==> config.mk <==
export PLATFORM = sky130hd
export DESIGN_NAME = irq_agg
export DESIGN_NICKNAME = d
export VERILOG_FILES = /design/src/rtl/irq_agg_pkg.sv /design/src/rtl/irq_agg_ctrl.sv /design/src/rtl/irq_agg_dp.sv /design/src/rtl/irq_agg.sv
export SDC_FILE = /design/constraint.sdc
export NUM_CORES = 1
export LEC_CHECK = 0
export CORE_MARGIN = 2
export CORE_UTILIZATION = 43
export DETAILED_ROUTE_END_ITERATION = 6
export GPL_TIMING_DRIVEN = 1
export PLACE_DENSITY_LB_ADDON = 0.05
export SLEW_MARGIN = 20
export SYNTH_ARGS = -nofsm -noshare
export SYNTH_HDL_FRONTEND = slang
export SYNTH_SLANG_ARGS = --single-unit
export TNS_END_PERCENT = 5
==> constraint.sdc <==
create_clock -name clk -period 1.7 [get_ports clk]
set_clock_uncertainty 0.15 [all_clocks]
set_input_delay 0.34 -clock clk [delete_from_list [all_inputs] [get_ports clk]]
set_output_delay 0.34 -clock clk [all_outputs]
set_load 0.005 [all_outputs]
==> src/rtl/irq_agg_pkg.sv <==
package irq_agg_pkg;

  localparam int REG_ADDR_W = 3;

  typedef enum logic [REG_ADDR_W-1:0] {
    ADR_MASK = 3'd0,
    ADR_MSET = 3'd1,
    ADR_MCLR = 3'd2,
    ADR_PEEK = 3'd3,
    ADR_TAKE = 3'd4,
    ADR_ACK  = 3'd5,
    ADR_CFG  = 3'd6,
    ADR_VOID = 3'd7
  } regAddr_e;

  typedef enum logic [1:0] {
    SEL_ZERO,
    SEL_MASK,
    SEL_STAT,
    SEL_CFG
  } rdSel_e;

  typedef struct packed {
    logic   wrMask;
    logic   setMask;
    logic   clrMask;
    logic   ackStat;
    logic   takeStat;
    logic   wrCfg;
    logic   rdLoad;
    rdSel_e rdSel;
  } strobe_t;

endpackage

==> src/rtl/irq_agg_ctrl.sv <==
module irq_agg_ctrl
  import irq_agg_pkg::*;
(
  input  logic [REG_ADDR_W-1:0] regAddr,
  input  logic                  regWrEn,
  input  logic                  regRdEn,
  output strobe_t               strobe
);

  regAddr_e addrDec;
  assign addrDec = regAddr_e'(regAddr);

  always_comb begin
    strobe          = '0;
    strobe.rdSel    = SEL_ZERO;
    strobe.rdLoad   = regRdEn;
    strobe.wrMask   = regWrEn && (addrDec == ADR_MASK);
    strobe.setMask  = regWrEn && (addrDec == ADR_MSET);
    strobe.clrMask  = regWrEn && (addrDec == ADR_MCLR);
    strobe.ackStat  = regWrEn && (addrDec == ADR_ACK);
    strobe.wrCfg    = regWrEn && (addrDec == ADR_CFG);
    strobe.takeStat = regRdEn && (addrDec == ADR_TAKE);
    case (addrDec)
      ADR_MASK: strobe.rdSel = SEL_MASK;
      ADR_PEEK: strobe.rdSel = SEL_STAT;
      ADR_TAKE: strobe.rdSel = SEL_STAT;
      ADR_CFG:  strobe.rdSel = SEL_CFG;
      default:  strobe.rdSel = SEL_ZERO;
    endcase
  end

endmodule

==> src/rtl/irq_agg_dp.sv <==
module irq_agg_dp
  import irq_agg_pkg::*;
#(
  parameter int                 NUM_SRC  = 22,
  parameter int                 DATA_W   = 32,
  parameter logic [NUM_SRC-1:0] MASK_RST = 1
) (
  input  logic               clk,
  input  logic               rst,
  input  strobe_t            strobe,
  input  logic [DATA_W-1:0]  wrData,
  input  logic [NUM_SRC-1:0] srcPulse,
  output logic [DATA_W-1:0]  rdData,
  output logic               irqOut,
  output logic [NUM_SRC-1:0] statusVec,
  output logic [NUM_SRC-1:0] maskVec,
  output logic               cfgEn,
  output logic               cfgLow
);

  localparam int CFG_EN_BIT  = 0;
  localparam int CFG_LOW_BIT = 1;

  logic [NUM_SRC-1:0] wrBits;
  logic [NUM_SRC-1:0] clrBits;
  logic [DATA_W-1:0]  rdNext;
  logic               pending;

  assign wrBits  = wrData[NUM_SRC-1:0];
  assign clrBits = strobe.takeStat ? '1 : (strobe.ackStat ? wrBits : '0);

  // Sticky status cells: a new event outranks any clear in the same cycle.
  for (genvar i = 0; i < NUM_SRC; i++) begin : gStat
    always_ff @(posedge clk) begin
      if (rst)              statusVec[i] <= 1'b0;
      else if (srcPulse[i]) statusVec[i] <= 1'b1;
      else if (clrBits[i])  statusVec[i] <= 1'b0;
    end
  end

  always_ff @(posedge clk) begin
    if (rst)                 maskVec <= MASK_RST;
    else if (strobe.wrMask)  maskVec <= wrBits;
    else if (strobe.setMask) maskVec <= maskVec | wrBits;
    else if (strobe.clrMask) maskVec <= maskVec & ~wrBits;
  end

  always_ff @(posedge clk) begin
    if (rst) begin
      cfgEn  <= 1'b0;
      cfgLow <= 1'b0;
    end else if (strobe.wrCfg) begin
      cfgEn  <= wrData[CFG_EN_BIT];
      cfgLow <= wrData[CFG_LOW_BIT];
    end
  end

  always_comb begin
    rdNext = '0;
    case (strobe.rdSel)
      SEL_MASK: rdNext[NUM_SRC-1:0] = maskVec;
      SEL_STAT: rdNext[NUM_SRC-1:0] = statusVec;
      SEL_CFG: begin
        rdNext[CFG_EN_BIT]  = cfgEn;
        rdNext[CFG_LOW_BIT] = cfgLow;
      end
      default: rdNext = '0;
    endcase
  end

  always_ff @(posedge clk) begin
    if (rst)                rdData <= '0;
    else if (strobe.rdLoad) rdData <= rdNext;
  end

  assign pending = |(statusVec & ~maskVec);

  always_ff @(posedge clk) begin
    if (rst) irqOut <= 1'b0;
    else     irqOut <= cfgEn ? (pending ^ cfgLow) : cfgLow;
  end

endmodule

==> src/rtl/irq_agg.sv <==
module irq_agg
  import irq_agg_pkg::*;
#(
  parameter int NUM_SRC = 22,
  parameter int DATA_W  = 32
) (
  input  logic                  clk,
  input  logic                  rst,
  input  logic [NUM_SRC-1:0]    srcPulse,
  input  logic [REG_ADDR_W-1:0] regAddr,
  input  logic                  regWrEn,
  input  logic [DATA_W-1:0]     regWrData,
  input  logic                  regRdEn,
  output logic [DATA_W-1:0]     regRdData,
  output logic                  hostIrq
);

  strobe_t            strobe;
  logic [NUM_SRC-1:0] statusVec;
  logic [NUM_SRC-1:0] maskVec;
  logic               cfgEn;
  logic               cfgLow;

  irq_agg_ctrl uCtrl (
    .regAddr (regAddr),
    .regWrEn (regWrEn),
    .regRdEn (regRdEn),
    .strobe  (strobe)
  );

  irq_agg_dp #(
    .NUM_SRC  (NUM_SRC),
    .DATA_W   (DATA_W),
    .MASK_RST (1)
  ) uDp (
    .clk       (clk),
    .rst       (rst),
    .strobe    (strobe),
    .wrData    (regWrData),
    .srcPulse  (srcPulse),
    .rdData    (regRdData),
    .irqOut    (hostIrq),
    .statusVec (statusVec),
    .maskVec   (maskVec),
    .cfgEn     (cfgEn),
    .cfgLow    (cfgLow)
  );

endmodule

==> qor.csv <==
stage;metric;value;unit
outcome;status;finished clean;
finish;ff_latch_area;1394;um2
finish;utilization;0.6237;
sta;hold_violations;0;
clocking;clock_latency;0.34;ns
floorplan;die_h;92.42;um
worst_setup_path;cp.arrival;1.73;ns
clocking;cts_tree;built;
placed_design;portBuffers;73;
floorplan;io_pins;94;
finish;nFillCells;685;
detailed_routing;drtPass1Iterations;4;
synth;synth_xor_area_frac;0.002605;
floorplan;num_rows;32;
finish;layout-drive-gt1-share;0.2567;
sta;report.final.slew_viol_count;0;
global_route;grt_max_degree;58;
sta;rsz0062_at_grt;yes;
placed_design;post_dp_cell_area;4400;um2
clocking;cts_root_buf;clkbuf_8;
worst_setup_path;cp_data_required_time;1.75;ns
finish;fin_nets;543;
placed_design;place_congestion;0.8032;
synth;yosysSeqAreaShare;0.4109;
sta;whs;0.1266;ns
floorplan;die_w;92.42;um
floorplan;start_util;0.4396;
synth;synth_top_area_share;0.4109;
worst_setup_path;end_kind;flip-flop;
clocking;ctsHoldBuffers;0;
finish;areaGrowthSynthToFinish;41.87;%
clocking;clock_path_buffers;2;
power_and_ir_drop;power_density;790.1;nW/um2
job;cap_violations;0;
clocking;cts_max_level;3;
synth;yosys.area_share.simple;0.1999;
global_route;antenna_found_initial;0;
global_route;grt_use_total;0.2158;
finish;antenna_cells;0;
sta;max_freq;597.1;MHz
min_path;hold_class;in2reg;
detailed_routing;drc;0;
placed_design;dpl.hpwl;5.928;mm
synth;yosysUniqueCellTypes;37;
sta;min_period_over_period;0.9852;
worst_setup_path;cpMaxStageDelayCell;dfxtp_1;
detailed_routing;wl_per_cell;15.37;um
worst_setup_path;critical_path_class;reg2reg;
synth;syn_area_per_cell;8.778;um2
power_and_ir_drop;cellLeakagePower;2.003;nW
floorplan;core;7647;um2
synth;syn_inst;383;
finish;design_area;4770;um2
detailed_routing;totalWireLength;8.991;mm
global_route;grt_overflow;0;
synth;syn-cell-area;3362;um2
worst_setup_path;crit_path_max_fanout;2;
sta;setup_viol;0;
synth;synth-seq-cells;69;
detailed_routing;vias_per_cell;5.142;
clocking;path_clk_slew;0.07;ns
synth;yosys.area.top_type;dfxtp_1;
synth;synth_compound_area_frac;0.2825;
sta;finalCriticalPeriod;1.675;ns
detailed_routing;ant_nets;0;
worst_setup_path;cp_cell_sequence;nand2b_1 > o2111ai_2 > nor4_4 > buf_4 > mux2i_1 > o311ai_1;
clocking;cts_sinks;69;
detailed_routing;drt_iter0_drc;99;
synth;synth_top_family_by_area;compound AO/OA/AOI/OAI gates;
global_route;grt_pass1_vias;2980;
worst_setup_path;critPathMaxStageDelay;0.35;ns
synth;ys_warn_count;0;
worst_setup_path;start_kind;flip-flop;
clocking;cts_buffers;9;
floorplan;die_area;8541;um2
power_and_ir_drop;ir_worst_vdd;0.4571;mV
synth;synth_area_leaders;dfxtp_1 41%, nor2_1 7.9%, a22oi_2 7.4%;
detailed_routing;via_count;3008;
synth;synthAdderAreaFrac;0.01489;
global_route;grt_pass1_wl;14.60;mm
finish;multi_input_area;1863;um2
synth;synthMuxAreaShare;0.01489;
==> cells in the final DEF (no fill, tap or decap), drive strengths merged, types with 10 or more instances in the layout <==
cell / instances
clkdlybuf4s50: 57
buf: 40
clkbuf: 13
inv: 11
o21ai: 23
a21oi: 20
a31oi: 22
conb: 10
nor2b: 22
nand2: 23
nand2b: 15
a22oi: 21
a22o: 20
dfxtp: 69
dlymetal6s2s: 12
nor2: 71
==> per-layer routing <==
metal | vias up | wire length, um | global-route usage
met4 | 0 | 82 | 0.07463
met2 | 85 | 4366 | 0.3564
met3 | 8 | 402 | 0.03906
met5 | - | 0 | 0
met1 | 1399 | 4139 | 0.2834
li1 | 1516 | - | -
==> metrics by stage <==
step	total power [W]	TNS [ns]	instances	setup WS, ns
after global routing	0.003931	-0.05192	585	-0.04186
after global placement	0.002364	-27.07	563	-0.5994
after CTS	0.003771	-0.02678	582	-0.02678
after floorplan	0.002066	0	392	0.006739
final	0.003769	0	585	0.02517
after detailed placement	0.002371	-29.41	563	-0.6654
==> cell usage after synthesis (all sizes together) <==
master	instances
clkbuf	12
and3b	1
nand3b	1
inv	10
a31oi	22
a21oi	20
a221o	1
conb	1
o22ai	1
buf	24
nor2b	22
nand2b	15
dfxtp	69
xnor2	1
a222oi	2
a22o	20
a22oi	21
nor4	2
o2111ai	5
nor2	71
and2b	2
and4b	1
o311ai	1
o21ai	23
ha	4
nand3	1
nor3b	2
nand2	23
mux2i	5
==> layout make-up <==
type	instances	area share
well taps	102	0.02676
repair buffers	111	0.2387
inverters	10	0.007870
clock inverters	5	0.01207
clock buffers	11	0.03174
multi-input cells	277	0.3906
flip-flops and latches	69	0.2922
==> where the power goes <==
group          internal (W)  total, W  switching [W]  leakage [nW]
registers           0.00168   0.00174      0.0000534         0.570
logic              0.000334  0.000638       0.000303          1.32
clock network      0.000761   0.00139       0.000633         0.110
==> path summary, 6_finish.rpt <==
kind                   end  cells after the start           from  slack [ns]
max             uDp.irqOut                      6      flip-flop        0.03
min             uDp.cfgLow                      2            rst        0.13
max reg2reg     uDp.irqOut                      6      flip-flop        0.03
min reg2reg  uDp.rdData[1]                      2  uDp.rdData[1]        0.37
==> logic make-up (layout without fill, tap and decap cells) <==
logic type	count (synthesis)	count (layout)
buffers and inverters	46	137
xor gates and xnor gates	1	1
DFF	69	69
muxes	5	5
adders and majority gates	4	4
AOI/OAI and AO/OA	116	116
and+or+nand+nor	141	141
other	1	10
==> what timing repair did <==
action,in CTS,in global routing
cloned,0,0
resized for setup,12,36
pin swaps,4,7
buffers inserted,3,3
endpoints found under the setup margin,46,39
==> worst max-delay path: cells and delay by family (launching register included) <==
kind / cells / cell delay, ns
AOI/OAI and AO/OA: 2 / 0.28
buffers and inverters: 1 / 0.16
DFF: 1 / 0.35
and+or+nand+nor: 2 / 0.45
muxes: 1 / 0.17
No activity file was read; power rests on OpenSTA's default activity.
